### src/rtl/irq_pkg.sv
package irq_pkg;
  localparam int unsigned RX_IN_BIT  = 17;
  localparam int unsigned TX_IN_BIT  = 19;
  localparam int unsigned RX_TMO_BIT = 28;
  localparam int unsigned TX_TMO_BIT = 29;
  localparam logic [31:0] COAL_MASK  = (32'd1 << RX_IN_BIT) | (32'd1 << TX_IN_BIT) |
                                       (32'd1 << RX_TMO_BIT) | (32'd1 << TX_TMO_BIT);
  localparam int unsigned NUM_QUEUES = 2;

  typedef enum logic [2:0] {
    SEL_RAW   = 3'd0,
    SEL_ENA   = 3'd1,
    SEL_STAT  = 3'd2,
    SEL_QTH   = 3'd3,
    SEL_RXTMO = 3'd4,
    SEL_TXTMO = 3'd5
  } reg_sel_e;
endpackage

### src/rtl/irq_coal_queue.sv
module irq_coal_queue #(
  parameter int unsigned CW = 16,
  parameter int unsigned TW = 32
) (
  input  logic          clk,
  input  logic          rst_n,
  input  logic          done_i,
  input  logic [CW-1:0] cnt_th_i,
  input  logic [TW-1:0] tmo_th_i,
  output logic          hit_o,
  output logic          tmo_o
);
  logic [CW-1:0] pend_q, pend_d;
  logic [TW-1:0] tmr_q, tmr_d;
  logic [CW-1:0] th_eff;
  logic [CW:0]   pend_inc;
  logic [TW:0]   tmr_inc;
  logic          pend_nz;

  always_comb begin
    th_eff   = (cnt_th_i == '0) ? CW'(1) : cnt_th_i;
    pend_inc = {1'b0, pend_q} + (CW+1)'(1);
    tmr_inc  = {1'b0, tmr_q} + (TW+1)'(1);
    pend_nz  = (pend_q != '0);
    hit_o    = done_i && (pend_inc >= {1'b0, th_eff});
    tmo_o    = !hit_o && pend_nz && (tmo_th_i != '0) && (tmr_inc >= {1'b0, tmo_th_i});
    pend_d   = pend_q;
    tmr_d    = tmr_q;
    if (hit_o || tmo_o) begin
      pend_d = '0;
      tmr_d  = '0;
    end else begin
      if (done_i) pend_d = pend_inc[CW-1:0];
      if (pend_nz && (tmr_q != '1)) tmr_d = tmr_inc[TW-1:0];
    end
  end

  always_ff @(posedge clk or negedge rst_n) begin
    if (!rst_n) begin
      pend_q <= '0;
      tmr_q  <= '0;
    end else begin
      pend_q <= pend_d;
      tmr_q  <= tmr_d;
    end
  end

  AST_HIT_CLEARS: assert property (@(posedge clk) disable iff (!rst_n)
    hit_o |=> (pend_q == '0 && tmr_q == '0));
  AST_TMO_CLEARS: assert property (@(posedge clk) disable iff (!rst_n)
    tmo_o |=> (pend_q == '0 && tmr_q == '0));
  AST_TIMER_IDLE: assert property (@(posedge clk) disable iff (!rst_n)
    (pend_q == '0) |-> (tmr_q == '0));
endmodule

### src/rtl/irq_raw_bank.sv
module irq_raw_bank #(
  parameter int unsigned W = 32
) (
  input  logic         clk,
  input  logic         rst_n,
  input  logic [W-1:0] set_i,
  input  logic [W-1:0] clr_i,
  input  logic [W-1:0] en_i,
  output logic [W-1:0] raw_o,
  output logic         irq_o
);
  logic [W-1:0] raw_q, raw_d;
  logic         irq_q, irq_d;

  always_comb begin
    raw_d = (raw_q & ~clr_i) | set_i;
    irq_d = |(raw_q & en_i);
  end

  always_ff @(posedge clk or negedge rst_n) begin
    if (!rst_n) begin
      raw_q <= '0;
      irq_q <= 1'b0;
    end else begin
      raw_q <= raw_d;
      irq_q <= irq_d;
    end
  end

  assign raw_o = raw_q;
  assign irq_o = irq_q;

  AST_W1C_CLEARS: assert property (@(posedge clk) disable iff (!rst_n)
    (|(clr_i & ~set_i)) |=> ((raw_q & $past(clr_i & ~set_i)) == '0));
  AST_SET_WINS: assert property (@(posedge clk) disable iff (!rst_n)
    (|set_i) |=> ((raw_q & $past(set_i)) == $past(set_i)));
  AST_IRQ_QUIET: assert property (@(posedge clk) disable iff (!rst_n)
    (en_i == '0) |=> !irq_q);
endmodule

### src/rtl/irq_cfg_regs.sv
module irq_cfg_regs
  import irq_pkg::*;
#(
  parameter int unsigned W       = 32,
  parameter int unsigned TW      = 32,
  parameter logic [W-1:0]  QTH_RST = 32'h0001_0001,
  parameter logic [TW-1:0] RX_TMO_RST = 32'h0001_0000,
  parameter logic [TW-1:0] TX_TMO_RST = 32'h0005_0000
) (
  input  logic          clk,
  input  logic          rst_n,
  input  logic          we_i,
  input  logic [2:0]    sel_i,
  input  logic [W-1:0]  wdata_i,
  output logic [W-1:0]  en_o,
  output logic [W-1:0]  qth_o,
  output logic [TW-1:0] rx_tmo_o,
  output logic [TW-1:0] tx_tmo_o
);
  logic [W-1:0]  en_q, qth_q;
  logic [TW-1:0] rxt_q, txt_q;
  logic          en_we, qth_we, rxt_we, txt_we;

  always_comb begin
    en_we  = we_i && (sel_i == SEL_ENA);
    qth_we = we_i && (sel_i == SEL_QTH);
    rxt_we = we_i && (sel_i == SEL_RXTMO);
    txt_we = we_i && (sel_i == SEL_TXTMO);
  end

  always_ff @(posedge clk or negedge rst_n) begin
    if (!rst_n) begin
      en_q  <= '0;
      qth_q <= QTH_RST;
      rxt_q <= RX_TMO_RST;
      txt_q <= TX_TMO_RST;
    end else begin
      if (en_we)  en_q  <= wdata_i;
      if (qth_we) qth_q <= wdata_i;
      if (rxt_we) rxt_q <= wdata_i[TW-1:0];
      if (txt_we) txt_q <= wdata_i[TW-1:0];
    end
  end

  assign en_o     = en_q;
  assign qth_o    = qth_q;
  assign rx_tmo_o = rxt_q;
  assign tx_tmo_o = txt_q;

  AST_STAT_WRITE_IGNORED: assert property (@(posedge clk) disable iff (!rst_n)
    (we_i && sel_i == SEL_STAT) |=> ($stable(en_q) && $stable(qth_q) &&
                                     $stable(rxt_q) && $stable(txt_q)));
endmodule

### src/rtl/irq_coal_top.sv
module irq_coal_top
  import irq_pkg::*;
#(
  parameter int unsigned W  = 32,
  parameter int unsigned TW = 32
) (
  input  logic         clk,
  input  logic         rst_n,
  input  logic [W-1:0] evt_i,
  input  logic         rx_done_i,
  input  logic         tx_done_i,
  input  logic         reg_we,
  input  logic [2:0]   reg_wsel,
  input  logic [W-1:0] reg_wdata,
  input  logic [2:0]   reg_rsel,
  output logic [W-1:0] reg_rdata,
  output logic         irq_o
);
  localparam int unsigned CW = W / 2;

  logic [W-1:0]  en, qth, raw, set_vec, clr_vec;
  logic [TW-1:0] rx_tmo, tx_tmo;
  logic [NUM_QUEUES-1:0] done_v, hit_v, tmo_v;

  irq_cfg_regs #(.W(W), .TW(TW)) u_cfg (
    .clk(clk), .rst_n(rst_n), .we_i(reg_we), .sel_i(reg_wsel), .wdata_i(reg_wdata),
    .en_o(en), .qth_o(qth), .rx_tmo_o(rx_tmo), .tx_tmo_o(tx_tmo)
  );

  assign done_v = {tx_done_i, rx_done_i};

  for (genvar q = 0; q < NUM_QUEUES; q++) begin : g_queue
    irq_coal_queue #(.CW(CW), .TW(TW)) u_q (
      .clk(clk), .rst_n(rst_n), .done_i(done_v[q]),
      .cnt_th_i(qth[q*CW +: CW]),
      .tmo_th_i((q == 0) ? rx_tmo : tx_tmo),
      .hit_o(hit_v[q]), .tmo_o(tmo_v[q])
    );
  end

  always_comb begin
    set_vec             = evt_i & ~COAL_MASK;
    set_vec[RX_IN_BIT]  = hit_v[0];
    set_vec[TX_IN_BIT]  = hit_v[1];
    set_vec[RX_TMO_BIT] = tmo_v[0];
    set_vec[TX_TMO_BIT] = tmo_v[1];
    clr_vec = (reg_we && reg_wsel == SEL_RAW) ? reg_wdata : '0;
  end

  irq_raw_bank #(.W(W)) u_raw (
    .clk(clk), .rst_n(rst_n), .set_i(set_vec), .clr_i(clr_vec), .en_i(en),
    .raw_o(raw), .irq_o(irq_o)
  );

  always_comb begin
    case (reg_rsel)
      SEL_RAW:   reg_rdata = raw;
      SEL_ENA:   reg_rdata = en;
      SEL_STAT:  reg_rdata = raw & en;
      SEL_QTH:   reg_rdata = qth;
      SEL_RXTMO: reg_rdata = W'(rx_tmo);
      SEL_TXTMO: reg_rdata = W'(tx_tmo);
      default:   reg_rdata = '0;
    endcase
  end

  AST_COAL_BITS_FROM_QUEUES: assert property (@(posedge clk) disable iff (!rst_n)
    (hit_v == '0 && tmo_v == '0) |=> ((raw & COAL_MASK & ~$past(raw)) == '0));
endmodule

### config.mk
export PLATFORM = sky130hd
export DESIGN_NAME = irq_coal_top
export DESIGN_NICKNAME = d
export VERILOG_FILES = /design/src/rtl/irq_pkg.sv /design/src/rtl/irq_coal_queue.sv /design/src/rtl/irq_raw_bank.sv /design/src/rtl/irq_cfg_regs.sv /design/src/rtl/irq_coal_top.sv
export SDC_FILE = /design/constraint.sdc
export NUM_CORES = 1
export LEC_CHECK = 0
export ABC_AREA = 1
export BUFFER_PORTS_ARGS = -buffer_cell sky130_fd_sc_hd__clkbuf_2
export CELL_PAD_IN_SITES_DETAIL_PLACEMENT = 0
export CELL_PAD_IN_SITES_GLOBAL_PLACEMENT = 2
export CORE_MARGIN = 3
export CORE_UTILIZATION = 31
export DETAILED_ROUTE_END_ITERATION = 12
export PLACE_DENSITY = 0.74
export SYNTH_ARGS = -nofsm -noshare
export SYNTH_HDL_FRONTEND = slang
export SYNTH_HIERARCHICAL = 1
export SYNTH_SLANG_ARGS = --single-unit
### constraint.sdc
create_clock -name clk -period 3.32 [get_ports clk]
set_clock_uncertainty 0.1 [all_clocks]
set_input_delay 0.498 -clock clk [delete_from_list [all_inputs] [get_ports clk]]
set_output_delay 0.498 -clock clk [all_outputs]
set_load 0.005 [all_outputs]
==> out/summary.txt <==
Cells after DPL: 3525
initial DRC count: 1161
fillcell total: 5937
Layout area overhead: 29.8%
commonest non-fill, non-tap cell in the layout: nand2_1
Static Leak: 12.3 nW
Core Util, Final: 0.409
Final nets: 3032
crit-path cells: ha_4 -> and3_4 -> nand2_4 -> nor2_4 -> nand2_4 -> nor4_4 -> buf_4 -> nand2_2 -> nand2_2 -> nand2_4 -> ha_4 -> nand2_4 -> nor2_4 -> nand3_2 -> nor2_2 -> nand3_1 -> nand3b_1 -> nor2_1 -> nand2_2 -> nand2_8 -> nand2_8 -> buf_6 -> buf_12 -> nor2_2
Die Area: 60800 µm²
root buffer cell: clkbuf_16
std cell rows: 87
Slew Limit Fails: 0
CTS Buf Count: 36
commonest cells after routing, fill and taps aside: nand2_1, inv_1, nor2_1
DP HPWL: 49.6 mm
Syn Std Cell Area: 17900 µm²
Synthesized Nets: 2731
Netlist cell types: 45
failing checks: setup timing
area of the multi-input gates: 10400 µm²
Min-Delay Path Class: input port to flip-flop
Peak VDD IR: 0.398 mV
Clock transition at path regs: 0.06 ns
Critical Path Fanout Max: 6
R2R depth: 24
GRT overflow: 0
number of setup violations in the final report: 89
setup ws final: -0.119 ns
synthesized area per cell: 7.02 µm²
cell family with most CP delay: simple AND/OR/NAND/NOR gates
worst relative slew slack: 0.444
layout cell share with drive strength beyond 1: 0.226
Worst Hold Depth: 2
latest clock arrival within the worst-skew pair: 0.55 ns
GRT Overall Usage: 0.224
Crit. End Element: flip-flop
global-route wire length before repair: 105 mm
Crit Path Category: flip-flop to flip-flop
CTS max path bufs: 3
fin crit share: 1.04
slowest stage delay, CP: 0.41 ns
outcome: finished, violations left
1st-pass router iterations: 5
vias per inst: 4.87
Buffers & Inverters on Critical Path: 3
clock sinks: 257
Initial Utilization: 0.316
pin count of the biggest net entering global routing: 92
unrepaired setup endpoints after global routing: true
Arr. time, crit path: 3.77 ns
sequential area share after synthesis: 0.359
Hold Violations, Final: 0
Tot Pwr: 16.8 mW
CP startpoint kind: flip-flop
Hold Slack: 0.0368 ns
post-route insts no fill: 3638
power density over the cells: 720 nW/µm²
antenna-violating nets left: 0
die width: 246 µm
initial antenna violation count: 2
highest-delay cell along the critical path: dfrtp_2
total number of vias: 17.7k
Worst Tran Pin Value: 0.834 ns
minimum clock period: 3.44 ns
Core ar.: 56800 µm²
Max Fclk: 291 MHz
max cap viols: 0
Top Ports: 108
Port Buf Inserts: 103
Synth Instances: 2554
# DRC: 0
GP Congestion: 0.860
final wirelength: 68.4 mm
vias in the first global route: 17.3k
cell mode on critical path: nand2_4
CTS tree: done
Yosys reg bits: 257
CTS HTree Levels: 2
critical path required time: 3.65 ns
Avg WL per Cell: 18.8 µm
yosys warns: 6
chip height: 246 µm
WP depth: 24
Sequential Area: 6440 µm²
## area by class of cell
class	instances	area share
Antenna cell	3	0.000323
Clock buffer	48	0.0437
Clock inverter	14	0.00785
Inverter	391	0.0636
Multi-Input combinational cell	1806	0.446
Sequential cell	257	0.277
Tap cell	756	0.0407
Timing Repair Buffer	363	0.121
## routing by layer
layer,routed length [µm],vias up,part of all wire,global-route usage
li1,-,8774,-,-
met1,31400,8433,0.46,0.309
met2,31300,427,0.46,0.357
met3,3740,88,0.055,0.0398
met4,1960,0,0.029,0.0701
met5,0,-,0,0
## sequential cells by signal, indices dropped and copies added (netlist names)
register            flops
u_cfg/qth_o            32
u_raw/raw_o            32
u_cfg/en_o             32
u_cfg/rx_tmo_o         32
g_queue.u_q/pend_q     32
g_queue.u_q/tmr_q      64
u_raw/irq_o             1
u_cfg/tx_tmo_o         32
## repair_timing
action / in CTS / in global routing
resized for setup: 101 / 134
hold endpoints to repair: 83 / 0
hold buffers: 1 / 0
setup buffers: 17 / 28
setup endpoints to repair: 98 / 100
gates cloned: 5 / 4
pin swaps: 26 / 78
## synthesized netlist by cell type (all sizes together)
library cell / instances / share of area
nand2: 689 / 0.15
inv: 391 / 0.082
nor2: 319 / 0.070
dfrtp: 252 / 0.35
nand3: 243 / 0.069
ha: 102 / 0.071
nand4: 101 / 0.035
a21oi: 97 / 0.032
buf: 88 / 0.029
xor2: 63 / 0.031
nor3: 45 / 0.013
nor4: 33 / 0.012
o21bai: 33 / 0.014
o211ai: 32 / 0.013
o21ai: 14 / 0.0039
clkbuf: 12 / 0.0025
xnor2: 12 / 0.0063
dfstp: 5 / 0.0073
a21o: 4 / 0.0017
and3: 3 / 0.0010
nand3b: 3 / 0.0013
o21a: 3 / 0.0013
or2: 3 / 0.0010
a41o: 2 / 0.0011
a211oi: 1 / 0.00042
a22oi: 1 / 0.00042
a31o: 1 / 0.00049
a41oi: 1 / 0.00049
nor3b: 1 / 0.00042
## final timing paths
path,start,endpoint,slack [ns]
setup / recovery,g_queue[0].u_q/tmr_q[1],g_queue[0].u_q/tmr_q[30],-0.12
hold / removal,evt_i[23],u_raw/raw_o[23],0.04
setup reg to reg,g_queue[0].u_q/tmr_q[1],g_queue[0].u_q/tmr_q[30],-0.12
hold reg to reg,u_cfg/rx_tmo_o[16],u_cfg/rx_tmo_o[16],0.37
max in group asynchronous,rst_n,u_cfg/qth_o[16],1.65
min in group asynchronous,rst_n,g_queue[0].u_q/pend_q[10],0.51
## worst register-to-register path, delay by kind of cell (launching register included)
| family | cells | cell delay (ns) |
|---|---|---|
| adder cells (fa/ha/maj) | 2 | 0.43 |
| AND/OR/NAND/NOR | 19 | 1.99 |
| buffers and inverters | 3 | 0.40 |
| flip-flops | 1 | 0.41 |
## kinds of logic after synthesis
| family | after synthesis | synth area share |
|---|---|---|
| buffers and inverters | 491 | 0.113 |
| xor gates and xnor gates | 75 | 0.0371 |
| and+or+nand+nor | 1440 | 0.351 |
| adders and majority gates | 102 | 0.0712 |
| AOI/OAI and AO/OA | 189 | 0.0687 |
| DFF | 257 | 0.359 |
## stage by stage
stage	instance area (µm²)	setup TNS [ns]	setup WS, ns
2_1_floorplan	17900	0	0.219
3_3_place_gp	20600	-15.84	-0.234
3_5_place_dp	20600	-18.32	-0.245
4_1_cts	22500	-2.27	-0.0962
5_1_grt	23300	-25.16	-0.328
6_report	23300	-3.17	-0.119
## power by group
group          leakage, nW  switching [mW]  internal [mW]  total, mW
clock network        0.588            1.59           2.46       4.05
logic                 8.53            4.59           3.45       8.04
registers             3.22           0.791           3.87       4.66
(Power assumes the default switching activity.)
